[src/rtl/splitter_pkg.sv]
package splitter_pkg;
  localparam int CHUNK_LOG  = 16;
  localparam int CTRL_W     = 32;
  localparam int BIT_CONT   = 31;
  localparam int BIT_END    = 27;
  localparam int BIT_START  = 26;
  localparam int PHASE_LO   = 24;
  localparam int PHASE_W    = 2;

  typedef enum logic {
    DIR_TX = 1'b0,
    DIR_RX = 1'b1
  } xfer_dir_e;
endpackage

[src/rtl/desc_limit_sel.sv]
module desc_limit_sel
  import splitter_pkg::*;
#(
  parameter int GEN_W      = 3,
  parameter int CNT_W      = 17,
  parameter int LEGACY_GEN = 2,
  parameter int TX_LEGACY  = 128,
  parameter int RX_LEGACY  = 128,
  parameter int TX_NEWER   = 65,
  parameter int RX_NEWER   = 60
) (
  input  logic [GEN_W-1:0] gen,
  input  xfer_dir_e        dir,
  output logic [CNT_W-1:0] limit
);
  logic legacy;
  assign legacy = (int'(gen) <= LEGACY_GEN);

  always_comb begin
    unique case ({legacy, dir})
      {1'b1, DIR_TX}: limit = CNT_W'(TX_LEGACY);
      {1'b1, DIR_RX}: limit = CNT_W'(RX_LEGACY);
      {1'b0, DIR_TX}: limit = CNT_W'(TX_NEWER);
      default:        limit = CNT_W'(RX_NEWER);
    endcase
  end
endmodule

[src/rtl/desc_count_calc.sv]
module desc_count_calc
  import splitter_pkg::*;
#(
  parameter int SIZE_W = 32,
  parameter int CNT_W  = SIZE_W - CHUNK_LOG + 1
) (
  input  logic [SIZE_W-1:0] size,
  output logic [CNT_W-1:0]  count,
  output logic              is_zero
);
  logic partial;
  assign partial = |size[CHUNK_LOG-1:0];
  assign count   = CNT_W'(size[SIZE_W-1:CHUNK_LOG]) + CNT_W'(partial);
  assign is_zero = (size == '0);
endmodule

[src/rtl/desc_chain_seq.sv]
module desc_chain_seq
  import splitter_pkg::*;
#(
  parameter int SIZE_W = 32,
  parameter int ADDR_W = 64
) (
  input  logic               clk,
  input  logic               rst_n,
  input  logic               start,
  input  logic [SIZE_W-1:0]  size,
  input  logic [ADDR_W-1:0]  addr,
  input  logic [PHASE_W-1:0] phase,
  output logic               busy,
  output logic               dsc_valid,
  input  logic               dsc_ready,
  output logic [CTRL_W-1:0]  dsc_ctrl,
  output logic [ADDR_W-1:0]  dsc_addr
);
  localparam logic [SIZE_W-1:0] CHUNK_BYTES = SIZE_W'(1) << CHUNK_LOG;
  localparam logic [ADDR_W-1:0] CHUNK_STEP  = ADDR_W'(1) << CHUNK_LOG;

  logic [SIZE_W-1:0]  rem_q;
  logic [ADDR_W-1:0]  addr_q;
  logic [PHASE_W-1:0] phase_q;
  logic               first_q;
  logic               busy_q;
  logic               final_beat;
  logic               take;

  assign final_beat = (rem_q <= CHUNK_BYTES);
  assign take       = busy_q && dsc_ready;

  always_ff @(posedge clk) begin
    if (!rst_n) begin
      busy_q  <= 1'b0;
      rem_q   <= '0;
      addr_q  <= '0;
      phase_q <= '0;
      first_q <= 1'b0;
    end else if (start && !busy_q) begin
      busy_q  <= 1'b1;
      rem_q   <= size;
      addr_q  <= addr;
      phase_q <= phase;
      first_q <= 1'b1;
    end else if (take) begin
      first_q <= 1'b0;
      if (final_beat) begin
        busy_q <= 1'b0;
      end else begin
        rem_q  <= rem_q - CHUNK_BYTES;
        addr_q <= addr_q + CHUNK_STEP;
      end
    end
  end

  always_comb begin
    dsc_ctrl = '0;
    dsc_ctrl[BIT_CONT]  = !final_beat;
    dsc_ctrl[BIT_END]   = final_beat;
    dsc_ctrl[BIT_START] = first_q;
    dsc_ctrl[PHASE_LO +: PHASE_W] = phase_q;
    dsc_ctrl[CHUNK_LOG-1:0] = final_beat ? rem_q[CHUNK_LOG-1:0] : '0;
  end

  assign dsc_valid = busy_q;
  assign dsc_addr  = addr_q;
  assign busy      = busy_q;

  // offered descriptor is frozen under back-pressure
  assert_hold_R9: assert property (@(posedge clk) disable iff (!rst_n)
    (dsc_valid && !dsc_ready) |=> (dsc_valid && $stable(dsc_ctrl) && $stable(dsc_addr)));

  // next address steps by one full chunk
  assert_addr_step_R4: assert property (@(posedge clk) disable iff (!rst_n)
    (dsc_valid && dsc_ready && dsc_ctrl[BIT_CONT]) |=>
      (dsc_valid && dsc_addr == $past(dsc_addr) + CHUNK_STEP));

  // exactly one of continue/end markers on an offered descriptor
  assert_marker_excl_R3: assert property (@(posedge clk) disable iff (!rst_n)
    dsc_valid |-> (dsc_ctrl[BIT_CONT] != dsc_ctrl[BIT_END]));

  // non-final descriptors are full chunks encoded as length 0
  assert_full_len_R2: assert property (@(posedge clk) disable iff (!rst_n)
    (dsc_valid && dsc_ctrl[BIT_CONT]) |-> (dsc_ctrl[CHUNK_LOG-1:0] == '0));

  // start marker only on the first beat after a taken descriptor it clears
  assert_start_once_R3: assert property (@(posedge clk) disable iff (!rst_n)
    (dsc_valid && dsc_ready && dsc_ctrl[BIT_CONT]) |=> !dsc_ctrl[BIT_START]);
endmodule

[src/rtl/desc_chain_splitter.sv]
module desc_chain_splitter
  import splitter_pkg::*;
#(
  parameter int SIZE_W     = 32,
  parameter int ADDR_W     = 64,
  parameter int GEN_W      = 3,
  parameter int LEGACY_GEN = 2,
  parameter int TX_LEGACY  = 128,
  parameter int RX_LEGACY  = 128,
  parameter int TX_NEWER   = 65,
  parameter int RX_NEWER   = 60
) (
  input  logic              clk,
  input  logic              rst_n,
  input  logic              req_valid,
  output logic              req_ready,
  input  logic [SIZE_W-1:0] req_size,
  input  logic [ADDR_W-1:0] req_addr,
  input  logic [1:0]        req_phase,
  input  logic [GEN_W-1:0]  req_gen,
  input  logic              req_dir,
  output logic              req_err,
  output logic              dsc_valid,
  input  logic              dsc_ready,
  output logic [31:0]       dsc_ctrl,
  output logic [ADDR_W-1:0] dsc_addr
);
  localparam int CNT_W = SIZE_W - CHUNK_LOG + 1;

  logic [CNT_W-1:0] need;
  logic [CNT_W-1:0] ceiling;
  logic             size_zero;
  logic             accept;
  logic             legal;
  logic             busy;
  logic             err_q;

  desc_count_calc #(.SIZE_W(SIZE_W), .CNT_W(CNT_W)) u_count (
    .size    (req_size),
    .count   (need),
    .is_zero (size_zero)
  );

  desc_limit_sel #(
    .GEN_W(GEN_W), .CNT_W(CNT_W), .LEGACY_GEN(LEGACY_GEN),
    .TX_LEGACY(TX_LEGACY), .RX_LEGACY(RX_LEGACY),
    .TX_NEWER(TX_NEWER), .RX_NEWER(RX_NEWER)
  ) u_limit (
    .gen   (req_gen),
    .dir   (xfer_dir_e'(req_dir)),
    .limit (ceiling)
  );

  assign req_ready = !busy;
  assign accept    = req_valid && req_ready;
  assign legal     = !size_zero && (need <= ceiling);

  desc_chain_seq #(.SIZE_W(SIZE_W), .ADDR_W(ADDR_W)) u_seq (
    .clk       (clk),
    .rst_n     (rst_n),
    .start     (accept && legal),
    .size      (req_size),
    .addr      (req_addr),
    .phase     (req_phase),
    .busy      (busy),
    .dsc_valid (dsc_valid),
    .dsc_ready (dsc_ready),
    .dsc_ctrl  (dsc_ctrl),
    .dsc_addr  (dsc_addr)
  );

  always_ff @(posedge clk) begin
    if (!rst_n) err_q <= 1'b0;
    else        err_q <= accept && !legal;
  end
  assign req_err = err_q;

  // no request is taken while a chain is offered
  assert_busy_block_R10: assert property (@(posedge clk) disable iff (!rst_n)
    dsc_valid |-> !req_ready);

  // a rejected request emits nothing
  assert_reject_silent_R7: assert property (@(posedge clk) disable iff (!rst_n)
    req_err |-> !dsc_valid);

  // zero-size request is always refused
  assert_zero_refused_R8: assert property (@(posedge clk) disable iff (!rst_n)
    (req_valid && req_ready && req_size == '0) |=> (req_err && !dsc_valid));

  // an accepted legal request is offered on the next cycle
  assert_start_next_R10: assert property (@(posedge clk) disable iff (!rst_n)
    (req_valid && req_ready && !req_err && req_size != '0 && need <= ceiling) |=>
      (dsc_valid && dsc_ctrl[BIT_START]));
endmodule

[config.mk]
export PLATFORM = sky130hd
export DESIGN_NAME = desc_chain_splitter
export DESIGN_NICKNAME = d
export VERILOG_FILES = /design/src/rtl/splitter_pkg.sv /design/src/rtl/desc_limit_sel.sv /design/src/rtl/desc_count_calc.sv /design/src/rtl/desc_chain_seq.sv /design/src/rtl/desc_chain_splitter.sv
export SDC_FILE = /design/constraint.sdc
export NUM_CORES = 1
export LEC_CHECK = 0
export ABC_AREA = 0
export BUFFER_PORTS_ARGS = -buffer_cell sky130_fd_sc_hd__buf_4
export CAP_MARGIN = 20
export CORE_MARGIN = 3
export CORE_UTILIZATION = 33
export CTS_CLUSTER_DIAMETER = 40
export DETAILED_ROUTE_END_ITERATION = 8
export PLACE_DENSITY = 0.6
export SYNTH_ARGS = -nofsm -noshare
export SYNTH_HDL_FRONTEND = slang
export SYNTH_HIERARCHICAL = 1
export SYNTH_SLANG_ARGS = --single-unit
[constraint.sdc]
create_clock -name clk -period 4.4 [get_ports clk]
set_input_delay 0 -clock clk [delete_from_list [all_inputs] [get_ports clk]]
set_output_delay 0 -clock clk [all_outputs]
set_load 0.005 [all_outputs]
; ---- Word-level counts from Yosys, hierarchy flattened
; Index checks and enable logic that the tools add are counted.
[classes]
addsub = 3
n_lt_le_gt_ge = 3
eq_ne = 3
mux = 13
reduce_logical = 18
[op_table]
columns = cell, n
row1 = 2-to-1 mux 64 bit, 3
row2 = 2-to-1 mux 32 bit, 3
row3 = adder 64 x 17 -> 64 bit (second input constant), 1
row4 = <= comparator 32 x 17 -> 1 bit (second input constant), 1
row5 = logical NOT 32 bit, 1
row6 = subtractor 32 x 17 -> 32 bit (second input constant), 1
row7 = adder 16 x 1 -> 17 bit, 1
row8 = <= comparator 17 bit, 1
row9 = 2-to-1 mux 16 bit, 1
row10 = one-hot mux 8 bit (2 select lines), 1
row11 = OR reduction 16 bit, 1
row12 = logical AND 1 bit, 6
row13 = 2-to-1 mux 1 bit, 5
row14 = equality test 2 bit (second input constant), 2
row15 = logical NOT 1 bit, 4
row16 = AND reduction 2 bit, 2
row17 = nonzero test 2 bit, 2
row18 = <= comparator 3 x 2 -> 1 bit (second input constant), 1
row19 = logical NOT 2 bit, 1
row20 = != test 2 bit (second input constant), 1
row21 = OR reduction 2 bit, 1
[totals]
regBits = 101
in_bits = 106
out_inout_bits = 99
wordCells = 46

; ---- Depth between registers and ports, before layout
[logic_depth]
depth_word = 10
ltp_mapped = 19

; ---- Hierarchy
; Netlist, hierarchy kept.
[modules_own_cells]
columns = mod, instances, cells_each, area_per_inst_um2, seq_area_each_um2
row1 = desc_chain_seq, 1, 691, 5320.1, 2001.9
row2 = desc_chain_splitter, 1, 66, 499.2, 20.0
row3 = desc_count_calc, 1, 55, 402.9, 0.0
row4 = desc_limit_sel, 1, 18, 127.6, 0.0

; ---- Worst setup path after synthesis
; No wires, ideal clock.
[synth_timing]
path_type = input to register
startpoint = input req_size[10]
endpoint = register u_seq.addr_q[10], in the netlist u_seq/dsc_addr[10]
t_arrival_ns = 3.519
setup_slack_ns = 0.810
cell_stages = 19
path_buffers = 3
path_cell_list = nor4_1 > nand4_1 > ha_1 > ha_1 > nand3_1 > nor4_2 > xor2_1 > ha_1 > nand4_2 > nor4_2 > and4bb_1 > a21oi_2 > nor3b_2 > nor2b_1 > clkbuf_1 > clkbuf_1 > buf_1 > nand2_1 > a21oi_1
[synth_between]
elab_chain_len = 8
[synth_rtl]
columns = item, line
row1 = "start, declared", desc_chain_splitter.sv:17  ; input logic [SIZE_W-1:0] req_size,
row2 = OR reduction 16 bit (*), desc_count_calc.sv:12  ; assign partial = |size[CHUNK_LOG-1:0];
row3 = adder 16 x 1 -> 17 bit (*), desc_count_calc.sv:13  ; assign count = CNT_W'(size[SIZE_W-1:CHUNK_LOG]) + CNT_W'(partial);
row4 = net need[14], desc_chain_splitter.sv:30  ; logic [CNT_W-1:0] need;
row5 = <= comparator 17 bit (*), desc_chain_splitter.sv:56  ; assign legal = !size_zero && (need <= ceiling);
row6 = logical AND 1 bit (*), desc_chain_splitter.sv:56
row7 = logical AND 1 bit (*), desc_chain_splitter.sv:61  ; .start (accept && legal),
row8 = logical AND 1 bit (*), desc_chain_seq.sv:40  ; end else if (start && !busy_q) begin
row9 = != test 2 bit (no source line) or nonzero test 2 bit (tied branches), --
row10 = AND reduction 2 bit (no source line), --
row11 = "end signal, assigned", desc_chain_seq.sv:43  ; addr_q <= addr;
row12 = "end signal, assigned", desc_chain_seq.sv:52  ; addr_q <= addr_q + CHUNK_STEP;
row13 = "end, declared", desc_chain_seq.sv:23  ; logic [ADDR_W-1:0] addr_q;
; The timed path passes the listed nets; every way through them passes the cells marked *.
; A chain may end at the register's enable or synchronous reset.

; ---- Worst setup path after layout
[layout_timing]
startpoint = input req_size[10]
endpoint = register u_seq.addr_q[25], in the netlist u_seq/dsc_addr[25]
; Same word-level chain as after synthesis.

==> results.txt <==
detailed-route wire length = 21.5 mm
sequential area share after synthesis = 31.8%
initial core utilization = 33.7%
max-cap viol count = 0
post-route setup TNS = 0 ns
Worst EP required = 4.67 ns
Final period util = 94.1%
worst-skew pair later-pin latency = 0.35 ns
clk sinks = 101
Total GRT Usage = 19.2%
vias per cell = 5.17
vias in the first global route = 6491
initial antenna violation count = 0
RePlAce Congestion = 0.857
clock skew = 0.0150 ns
Worst path max stage delay = 0.54 ns
1st-pass router iterations = 5
Yosys top cell area share = 31.8%
Post-synth top flop = dfxtp_1
f_max = 0.242 GHz
Period minus WS final = 4.14 ns
Synth warnings = 6
layout cells sized above 1 = 23.9%
Worst Hold Class = input pin to register
CTS H-tree depth = 3
Seq cells post-synth = 101
Yosys cell types = 61
CTS tree = done
Multi-input gate area = 3930 um^2
DRT antenna net count = 0
FF/Latch Area = 2020 um^2
nets = 1210
async set or reset register ratio after synthesis = 0%
final setup vio count = 0
CP bufs+invs = 4
status = completed
slowest cell on the critical path = dlygate4sd3_1
root buffer cell = clkbuf_16
CTS Buf Count = 9
Clock Pin Slew Worst Setup and Hold Paths = 0.08 ns
first-pass GRT wire length = 32.8 mm
# DRC = 0
top cell family by delay on the critical path = simple AND/OR/NAND/NOR gates
Worst setup EP type = register
port buffer count = 193
CORE AREA = 18800 um^2
grt total ovfl = 0
Syn-to-layout area delta = 44.1%
CTS Buffer Depth = 2
VDD IR max = 0.000203 V
largest net degree at the start of global routing = 62
CP Launch Type = input pin
synth top area cells = dfxtp_1, a21oi_1, nand2_1
cells after synthesis = 830
mapped cell area = 6350 um^2
Die Area = 20900 um^2
Arrival @ worst endpoint = 4.41 ns
slew at the pin closest to its max-slew limit = 0.908 ns
routed vias = 6964
Detailed Route Iter0 Violations = 451
Avg Inst Size Synth = 7.65 um^2
Die X = 145 um
Crit Path Max Fanout = 16
Slew Limit Fails = 0
Fin. Hold Viols = 0
Rows = 50
fillcell total = 1892
largest area contributor in the netlist = dfxtp_1
placed cell areas = 7930 um^2
dpl hpwl = 15.0 mm
# IOs = 205
fin area = 9150 um^2
Pleak = 3.47 nW
EDFF count, synth = 0
Max-Slew Margin vs Limit = 39.0%
PD cells = 293 nW/um^2
Setup CP Type = input pin to register
RSZ-0062 raised after global routing = false
chip height = 145 um
# diodes = 0
wire length per cell = 15.9 um
critical path, cell by cell = dlygate4sd3_1 -> buf_4 -> nor4_2 -> nand4_1 -> ha_1 -> ha_1 -> nand3_2 -> nor4_2 -> xor2_1 -> ha_1 -> nand4_2 -> nor4_2 -> and4bb_1 -> a21oi_2 -> nor3b_4 -> buf_4 -> nand2b_4 -> buf_4 -> and3_1 -> nor3_1
cells in the mapped netlist (8+ instances only):
| cell type | count |
|---|---|
| nor4_1 | 36 |
| a211oi_1 | 17 |
| xor2_1 | 10 |
| nor2_1 | 40 |
| and2_1 | 19 |
| nor3b_1 | 9 |
| nand3_1 | 43 |
| nand4_1 | 30 |
| buf_4 | 30 |
| inv_1 | 32 |
| a21oi_1 | 81 |
| xnor2_1 | 39 |
| nand2_1 | 105 |
| o21ai_0 | 56 |
| clkbuf_1 | 32 |
| ha_1 | 22 |
| dfxtp_1 | 101 |
| nor3_1 | 30 |
| a31oi_1 | 8 |
cells in the final DEF, fill, tap and decap left out, types with 4 or more instances in the layout:
| cell type | instances |
|---|---|
| nand2_1 | 105 |
| nor3_1 | 30 |
| a211oi_1 | 17 |
| and3_1 | 4 |
| a31oi_1 | 8 |
| xor2_1 | 10 |
| inv_1 | 32 |
| nor4_1 | 34 |
| xnor2_1 | 39 |
| nor2_1 | 40 |
| o311ai_0 | 4 |
| o21ai_0 | 55 |
| buf_4 | 208 |
| dlygate4sd3_1 | 84 |
| a21oi_1 | 81 |
| nor4_2 | 8 |
| nand3_1 | 42 |
| conb_1 | 21 |
| ha_1 | 22 |
| nand4_1 | 30 |
| nor3b_1 | 9 |
| dfxtp_1 | 101 |
| clkbuf_16 | 9 |
| and2_1 | 19 |
| nor4b_1 | 4 |
tightest hold or removal path: cells and delay by family:
family,cells,cell delay (ns)
AO/OA/AOI/OAI,2,0.19
buffers and inverters,1,0.13
flip-flops by register name (all words and copies together), names as in the netlist:
name / cells
u_seq/rem_q: 32
u_seq/first_q: 1
u_seq/phase_q: 2
u_seq/dsc_addr: 64
u_seq/busy: 1
req_err: 1
what timing repair did:
action | CTS | global route
buffers inserted | 0 | 5
endpoints found under the setup margin | 0 | 93
hold endpoints to repair | 85 | 0
hold buffers | 84 | 0
resized for setup | 0 | 8
per-layer routing:
metal / vias to the layer above / global-route usage (%) / part of all wire [%]
met5: - / 0 / 0
met4: 0 / 4.12 / 1.4
met3: 26 / 3.32 / 5.9
met2: 215 / 33.2 / 49
met1: 3269 / 25.3 / 44
li1: 3454 / - / -
cell families (layout without fill, tap and decap cells):
kind of cell | Yosys count | after routing | share of synthesized area, %
buf+inv | 107 | 344 | 8.24
simple gates | 361 | 362 | 31.7
flops | 101 | 101 | 31.8
fa+ha+maj | 22 | 22 | 4.33
xor+xnor | 49 | 49 | 6.76
compound gates | 188 | 188 | 17.0
other cells | 2 | 21 | 0.118
where the power goes:
part | switching (mW) | internal, mW
sequential | 0.122 | 1.01
clock | 0.393 | 0.399
combinational | 0.377 | 0.381
total | 0.892 | 1.79
per-stage QoR:
| step | util, % | power [mW] | hold slack (ns) | instances | setup slack (ns) |
|---|---|---|---|---|---|
| finish | 48.6 | 2.68 | 0.0134 | 1347 | 0.261 |
| floorplan | - | 1.52 | 0.115 | 849 | 0.810 |
| global placement | 42.0 | 1.82 | 0.228 | 1240 | 0.239 |
| global route | 48.6 | 2.83 | 0.0194 | 1347 | 0.0184 |
| CTS | 48.1 | 2.69 | 0.00208 | 1341 | 0.00972 |
| detailed placement | 42.1 | 1.83 | 0.236 | 1241 | 0.130 |
path summary, 6_finish.rpt:
kind | slack, ns | to | cells past startpoint | startpoint
hold / removal | 0.01 | u_seq/rem_q[20] | 3 | req_size[20]
setup / recovery | 0.26 | u_seq/dsc_addr[25] | 20 | req_size[10]
setup reg to reg | 1.62 | u_seq/dsc_addr[26] | 7 | u_seq/rem_q[27]
hold reg to reg | 0.46 | u_seq/dsc_addr[9] | 2 | u_seq/dsc_addr[9]
layout make-up:
| type | instances | share of cell area, % |
|---|---|---|
| inverters | 33 | 1.35 |
| well taps | 260 | 3.56 |
| multi-input cells | 642 | 43.0 |
| repair buffers | 295 | 26.8 |
| clock inverters | 7 | 0.739 |
| flip-flops and latches | 101 | 22.1 |
| clock buffers | 9 | 2.46 |
(Power assumes the default switching activity.)
